$ cat src/rtl/pkd_hsub_pkg.sv
package pkd_hsub_pkg;

    parameter int LANES   = 4;
    parameter int LANE_W  = 8;
    parameter int IDX_W   = 4;
    parameter int WORD_W  = 32;

    localparam int DATA_W = LANES * LANE_W;
    localparam logic [IDX_W-1:0] IDX_RSVD = {IDX_W{1'b1}};

    // fixed layout: opcode bits [27:20] and [7:4]
    localparam logic [WORD_W-1:0] FIX_MASK = 32'h0FF0_00F0;
    localparam logic [WORD_W-1:0] FIX_VAL  = 32'h0630_00F0;
    // wide layout: [31:20], [15:12], [7:4]
    localparam logic [WORD_W-1:0] WID_MASK = 32'hFFF0_F0F0;
    localparam logic [WORD_W-1:0] WID_VAL  = 32'hFAC0_F020;

    typedef enum logic {
        ENC_FIXED = 1'b0,
        ENC_WIDE  = 1'b1
    } enc_mode_e;

    typedef struct packed {
        logic [IDX_W-1:0] src_a;
        logic [IDX_W-1:0] src_b;
        logic [IDX_W-1:0] dst;
        logic             hit;
        logic             unpred;
    } dec_t;

    typedef struct packed {
        logic              vld;
        logic              we;
        logic [IDX_W-1:0]  idx;
        logic [DATA_W-1:0] data;
        logic              hit;
        logic              unpred;
    } out_t;

endpackage

$ cat src/rtl/pkd_hsub_decode.sv
module pkd_hsub_decode
    import pkd_hsub_pkg::*;
(
    input  logic [WORD_W-1:0] word,
    input  enc_mode_e         mode,
    output dec_t              dec
);

    logic fix_hit, wid_hit, fix_sbo_bad;
    logic [IDX_W-1:0] dst_sel;
    logic any_rsvd;

    always_comb begin
        fix_hit     = ((word & FIX_MASK) == FIX_VAL) && (word[31:28] != 4'hF);
        wid_hit     = ((word & WID_MASK) == WID_VAL);
        fix_sbo_bad = (word[11:8] != 4'hF);

        dst_sel     = (mode == ENC_WIDE) ? word[11:8] : word[15:12];

        dec.src_a   = word[19:16];
        dec.src_b   = word[3:0];
        dec.dst     = dst_sel;
        dec.hit     = (mode == ENC_WIDE) ? wid_hit : fix_hit;

        any_rsvd    = (word[19:16] == IDX_RSVD) || (word[3:0] == IDX_RSVD)
                   || (dst_sel == IDX_RSVD);
        dec.unpred  = dec.hit && (any_rsvd || ((mode == ENC_FIXED) && fix_sbo_bad));
    end

endmodule

$ cat src/rtl/pkd_hsub_lane.sv
module pkd_hsub_lane #(
    parameter int W = 8
) (
    input  logic [W-1:0] a,
    input  logic [W-1:0] b,
    output logic [W-1:0] r
);

    logic [W:0] diff;

    always_comb begin
        diff = {a[W-1], a} - {b[W-1], b};
        r    = diff[W:1];
    end

endmodule

$ cat src/rtl/pkd_hsub_unit.sv
module pkd_hsub_unit
    import pkd_hsub_pkg::*;
(
    input  logic              clk,
    input  logic              rst,
    input  logic              op_valid,
    input  logic [31:0]       op_word,
    input  logic              wide_sel,
    input  logic              cond_ok,
    output logic [3:0]        src_a_idx,
    input  logic [31:0]       src_a_data,
    output logic [3:0]        src_b_idx,
    input  logic [31:0]       src_b_data,
    output logic              res_valid,
    output logic              dst_we,
    output logic [3:0]        dst_idx,
    output logic [31:0]       dst_data,
    output logic              hit,
    output logic              unpred
);

    dec_t              dec;
    logic [DATA_W-1:0] lane_res;
    out_t              st_d, st_q;

    pkd_hsub_decode u_dec (
        .word (op_word),
        .mode (enc_mode_e'(wide_sel)),
        .dec  (dec)
    );

    for (genvar g = 0; g < LANES; g++) begin : g_lane
        pkd_hsub_lane #(.W(LANE_W)) u_lane (
            .a (src_a_data[g*LANE_W +: LANE_W]),
            .b (src_b_data[g*LANE_W +: LANE_W]),
            .r (lane_res[g*LANE_W +: LANE_W])
        );
    end

    always_comb begin
        st_d        = '0;
        st_d.vld    = op_valid;
        st_d.hit    = op_valid && dec.hit;
        st_d.unpred = op_valid && dec.unpred;
        st_d.we     = op_valid && dec.hit && !dec.unpred && cond_ok;
        st_d.idx    = dec.dst;
        st_d.data   = lane_res;
    end

    always_ff @(posedge clk) begin
        if (rst) st_q <= '0;
        else     st_q <= st_d;
    end

    assign src_a_idx = dec.src_a;
    assign src_b_idx = dec.src_b;
    assign res_valid = st_q.vld;
    assign dst_we    = st_q.we;
    assign dst_idx   = st_q.idx;
    assign dst_data  = st_q.data;
    assign hit       = st_q.hit;
    assign unpred    = st_q.unpred;

endmodule

$ cat config.mk
export PLATFORM = sky130hd
export DESIGN_NAME = pkd_hsub_unit
export DESIGN_NICKNAME = d
export VERILOG_FILES = /design/src/rtl/pkd_hsub_pkg.sv /design/src/rtl/pkd_hsub_decode.sv /design/src/rtl/pkd_hsub_lane.sv /design/src/rtl/pkd_hsub_unit.sv
export SDC_FILE = /design/constraint.sdc
export NUM_CORES = 1
export LEC_CHECK = 0
export ABC_AREA = 1
export BUFFER_PORTS_ARGS = -buffer_cell sky130_fd_sc_hd__clkbuf_2
export CAP_MARGIN = 0
export CORE_UTILIZATION = 35
export DETAILED_ROUTE_END_ITERATION = 10
export GPL_ROUTABILITY_DRIVEN = 0
export PLACE_DENSITY = 0.67
export SKIP_LAST_GASP = 1
export SYNTH_ARGS = -nofsm -noshare
export SYNTH_HDL_FRONTEND = slang
export SYNTH_SLANG_ARGS = --single-unit
$ cat constraint.sdc
create_clock -name clk -period 1.17 [get_ports clk]
set_clock_uncertainty 0.05 [all_clocks]
set_input_delay 0.117 -clock clk [delete_from_list [all_inputs] [get_ports clk]]
set_output_delay 0.117 -clock clk [all_outputs]
set_load 0.1 [all_outputs]
# --- Word-level counts from Yosys, hierarchy flattened ---
# Cells that the tools add are included.
word_totals:
  register_bits: 40
  input_bits: 101
  out_inout_bits: 48
  elab_cells: 31
classes:
  add_sub_neg: 4
  eq_ne: 7
  mux: 2
  n_bitwise: 1
  n_reduce_logical: 11
ops:
  columns: ["operator", "count"]
  rows:
  - ["$sub 8x8->9", 4]
  - ["$eq 20x20->1 const B", 1]
  - ["$eq 12x11->1 const B", 1]
  - ["$eq 4x4->1 const B", 3]
  - ["$ne 4x4->1 const B", 2]
  - ["$logic_and 1x1->1", 7]
  - ["$mux 4", 1]
  - ["$logic_or 1x1->1", 3]
  - ["$logic_not 1->1", 1]
  - ["$mux 1", 1]
  - ["$not 1->1", 1]

# --- Logic depth before layout (Yosys ltp) ---
logic_depth:
  depth_word: 8
  mapped_depth: 11

# --- Cells and area by module ---
# Synthesis repeated with hierarchy kept, for this count alone.
unflattened:
  hier_cells: 530
  hier_area_um2: 3155.5
by_module_without_submodules:
  columns: ["mod", "n_inst", "cells_each", "area_each_um2"]
  rows:
  - ["pkd_hsub_lane", 4, 82, 421.7]
  - ["pkd_hsub_unit", 1, 126, 1142.3]
  - ["pkd_hsub_decode", 1, 76, 326.6]

# --- Worst setup path after synthesis ---
# No wires, ideal clock.
synth_path:
  path_type: "input to register"
  start: "input port src_a_data[16]"
  end: "register st_q (netlist bit dst_data[23])"
  setup_ns: 0.070
  arrival_time_ns: 1.090
  required_ns: 1.050
  path_slack_ns: -0.040
  stages: 11
  n_path_buf: 0
  path_cell_list: "inv_1 nand2_1 inv_1 fa_1 inv_1 nand3_1 nand2_1 nand2_1 nand2_1 nand2_1 a21oi_1"
synth_via:
  elab_chain_cells: 1
synth_lines:
  columns: ["element", "line_no", "rtl"]
  rows:
  - ["start: declaration", "pkd_hsub_unit.sv:11", "input logic [31:0] src_a_data,"]
  - ["$sub 8x8->9", "pkd_hsub_lane.sv:12", "diff = {a[W-1], a} - {b[W-1], b};"]
  - ["end signal: assignment", "pkd_hsub_unit.sv:52", "else st_q <= st_d;"]
  - ["end: declaration", "pkd_hsub_unit.sv:24", "out_t st_d, st_q;"]
# No other way between the ends.
# A chain may end at the register's enable or synchronous reset.

# --- Worst setup path in the final report ---
layout_path:
  start: "input port src_b_data[27]"
  end: "register st_q (netlist bit dst_data[29])"
layout_via:
  elab_chain_cells: 1
layout_lines:
  columns: ["element", "line_no", "rtl"]
  rows:
  - ["start: declaration", "pkd_hsub_unit.sv:13", "input logic [31:0] src_b_data,"]
  - ["$sub 8x8->9", "pkd_hsub_lane.sv:12", null]
# No other way between the ends.

==> impl_metrics.env <==
export IMPL_grt_pass1_vias=3060
export IMPL_wl_per_cell_um=10.1
export IMPL_hp_class="input port to register"
export IMPL_synth_fp_nets=573
export IMPL_path_class="input port to register"
export IMPL_dieArea_um2=8320
export IMPL_clockBufferDepth=2
export IMPL_synth_seq_cells=40
export IMPL_track_usage_pct=18.1
export IMPL_synth_cells=440
export IMPL_num_rows=32
export IMPL_initial_core_util_pct=36.1
export IMPL_diodes=0
export IMPL_total_power_uw=5610
export IMPL_drtIter0Drc=118
export IMPL_p_leak_uw=0.00270
export IMPL_layout_drive_gt1_share_pct=31.9
export IMPL_grt_overflow=0
export IMPL_period_needed_ns=1.07
export IMPL_maxSlewHeadroom_pct=81.6
export IMPL_cts_htree_levels=2
export IMPL_arrival_ns=1.21
export IMPL_fin_util_pct=59.0
export IMPL_route_vias_total=3187
export IMPL_switching_share_pct=43.2
export IMPL_report_final_hold_viol_count=0
export IMPL_powerDensity_nw_per_um2=1230
export IMPL_crit_path_max_fanout=3
export IMPL_ys_seq_area_share_pct=28.7
export IMPL_synth_area_top_cells="dfxtp_1 29%, nand2_1 14%, inv_1 14%"
export IMPL_worstPathRequired_ns=1.31
export IMPL_worst_slew_pin_slew_ns=0.278
export IMPL_multi_input_area_um2=1540
export IMPL_placed_cell_area_um2=4420
export IMPL_p_comb_share_pct=50.1
export IMPL_final_antenna_net_count=0
export IMPL_drc_errors=0
export IMPL_cts_root_buffer="clkbuf_8"
export IMPL_p_int_uw=3190
export IMPL_cts_tree="built"
export IMPL_grt_pass1_wl_um=12500
export IMPL_syn2layout_area_growth_pct=63.7
export IMPL_synth_top_cell_by_area="dfxtp_1"
export IMPL_p_sw_uw=2420
export IMPL_post_cts_buffers=0
export IMPL_drt_total_wl_um=7190
export IMPL_seq_power_share_pct=28.8
export IMPL_cts_buffers=5
export IMPL_final_max_slew_viol_count=0
export IMPL_regArea_um2=801
export IMPL_fin_tns_setup_ns=0
export IMPL_ioPinCount=149
export IMPL_ys_warn_count=0
export IMPL_max_freq_ghz=0.938
export IMPL_die_width_um=91.2
export IMPL_path_clk_slew_ns=0.08
export IMPL_power_frac_clock_pct=21.1
export IMPL_dr_pass1_iters=4
export IMPL_antenna_found_initial=0
export IMPL_dpl_hpwl_um=6130
export IMPL_status="complete, no violations"
export IMPL_peakVddDrop_uv=660
export IMPL_startpoint_type="input port"
export IMPL_core_area_um2=7730
export IMPL_syn_avg_cell_area_um2=6.33
export IMPL_grt_setup_unrepaired="true"
export IMPL_synth_distinct_cells=22
export IMPL_clkSinkCount=40
export IMPL_fin_area_um2=4560
export IMPL_placement_io_buffers=148
export IMPL_max_cap_violations=0
export IMPL_grt_max_degree=15
export IMPL_timing_final_crit_share_pct=91.1
export IMPL_synth_top_area_share_pct=28.7
export IMPL_fillCellCount=708
export IMPL_setup_viol_count_final=0
export IMPL_drt_vias_per_instance=4.46
export IMPL_cp_end_kind="register"
export IMPL_finalNetCount=744
export IMPL_die_height_um=91.2
export IMPL_synthesis_area_um2=2790
[power groups by stage]
stage	sequential, uW	combinational [uW]	clock (uW)
4_1_cts	1620	2810	1230
6_report	1610	2810	1190
2_1_floorplan	2570	781	0
5_1_grt	1630	3000	1280
3_3_place_gp	1640	2760	0
3_5_place_dp	1650	2800	0
[routing by layer]
metal	vias to the layer above	share of wire, %	global-route usage [%]
li1	1678	-	-
met1	1378	41	19.5
met2	119	51	35.2
met3	12	6.9	3.94
met4	0	1.2	4.89
met5	-	0	0
[registers in the layout, indices dropped and copies added (netlist names)]
signal,count
dst_idx,4
dst_we,1
dst_data,32
hit,1
res_valid,1
unpred,1
[critical path, stage by stage]
cell      delay, ns
clkbuf_2       0.07
inv_1          0.04
ha_1           0.31
a21oi_1        0.21
nand2_2        0.10
a21oi_1        0.19
nand2_1        0.07
nand2_1        0.06
nor2_1         0.04
[Yosys cell counts]
master	count
or2_1	1
inv_1	103
ha_1	28
nand2_2	1
nand4_1	3
xor2_1	1
nand2_1	107
clkbuf_2	1
o21ai_2	1
clkbuf_1	2
fa_1	4
nor2_1	51
buf_4	8
and2_1	1
a21o_1	4
dfxtp_1	40
o21ai_0	12
clkinv_1	1
o21ai_1	1
inv_2	1
nand3_1	25
a21oi_1	44
[cell usage in the layout (no fill, tap or decap), drive strengths merged]
cell,instances
clkbuf,105
nand3,25
inv,104
o21ai,14
a21o,4
clkinv,3
nand2,108
fa,4
dfxtp,40
xor2,1
nor2,51
dlygate4sd3,1
or2,1
bufinv,1
ha,28
buf,74
and2,1
nand4,3
a21oi,44
[through the flow]
stage          hold slack (ns)  setup WS [ns]  instances
2_1_floorplan            0.136         0.0131        440
3_3_place_gp             0.283         -0.150        705
3_5_place_dp             0.295         -0.200        705
4_1_cts               0.000483          0.107        714
5_1_grt               0.000385       -0.00664        714
6_report                0.0101          0.104        714
[cell families (layout without fill, tap and decap cells)]
logic type,after synthesis,in the layout,share of synthesized area (%)
flops,40,40,28.7
compound gates,62,62,11.6
buf+inv,116,288,16.7
xor+xnor,1,1,0.314
simple gates,189,189,27.1
fa+ha+maj,32,32,15.4
[timing repair]
action,in CTS,in global routing
gates resized for setup,0,6
hold buffers,1,0
endpoints found under the setup margin,0,6
hold endpoints to repair,1,0
[area by class of cell]
cell class,count,area share [%]
well taps,102,2.80
multi-input cells,284,33.8
repair buffers,175,34.6
inverters,105,8.64
clock inverters,3,1.04
flip-flops and latches,40,17.6
clock buffers,5,1.51
[final timing paths]
check	slack [ns]	to	cells past startpoint	start
max	0.10	dst_data[29]$_SDFF_PP0_	9	src_b_data[27]
min	0.01	dst_we$_SDFF_PP0_	3	cond_ok
(Power assumes the default switching activity.)
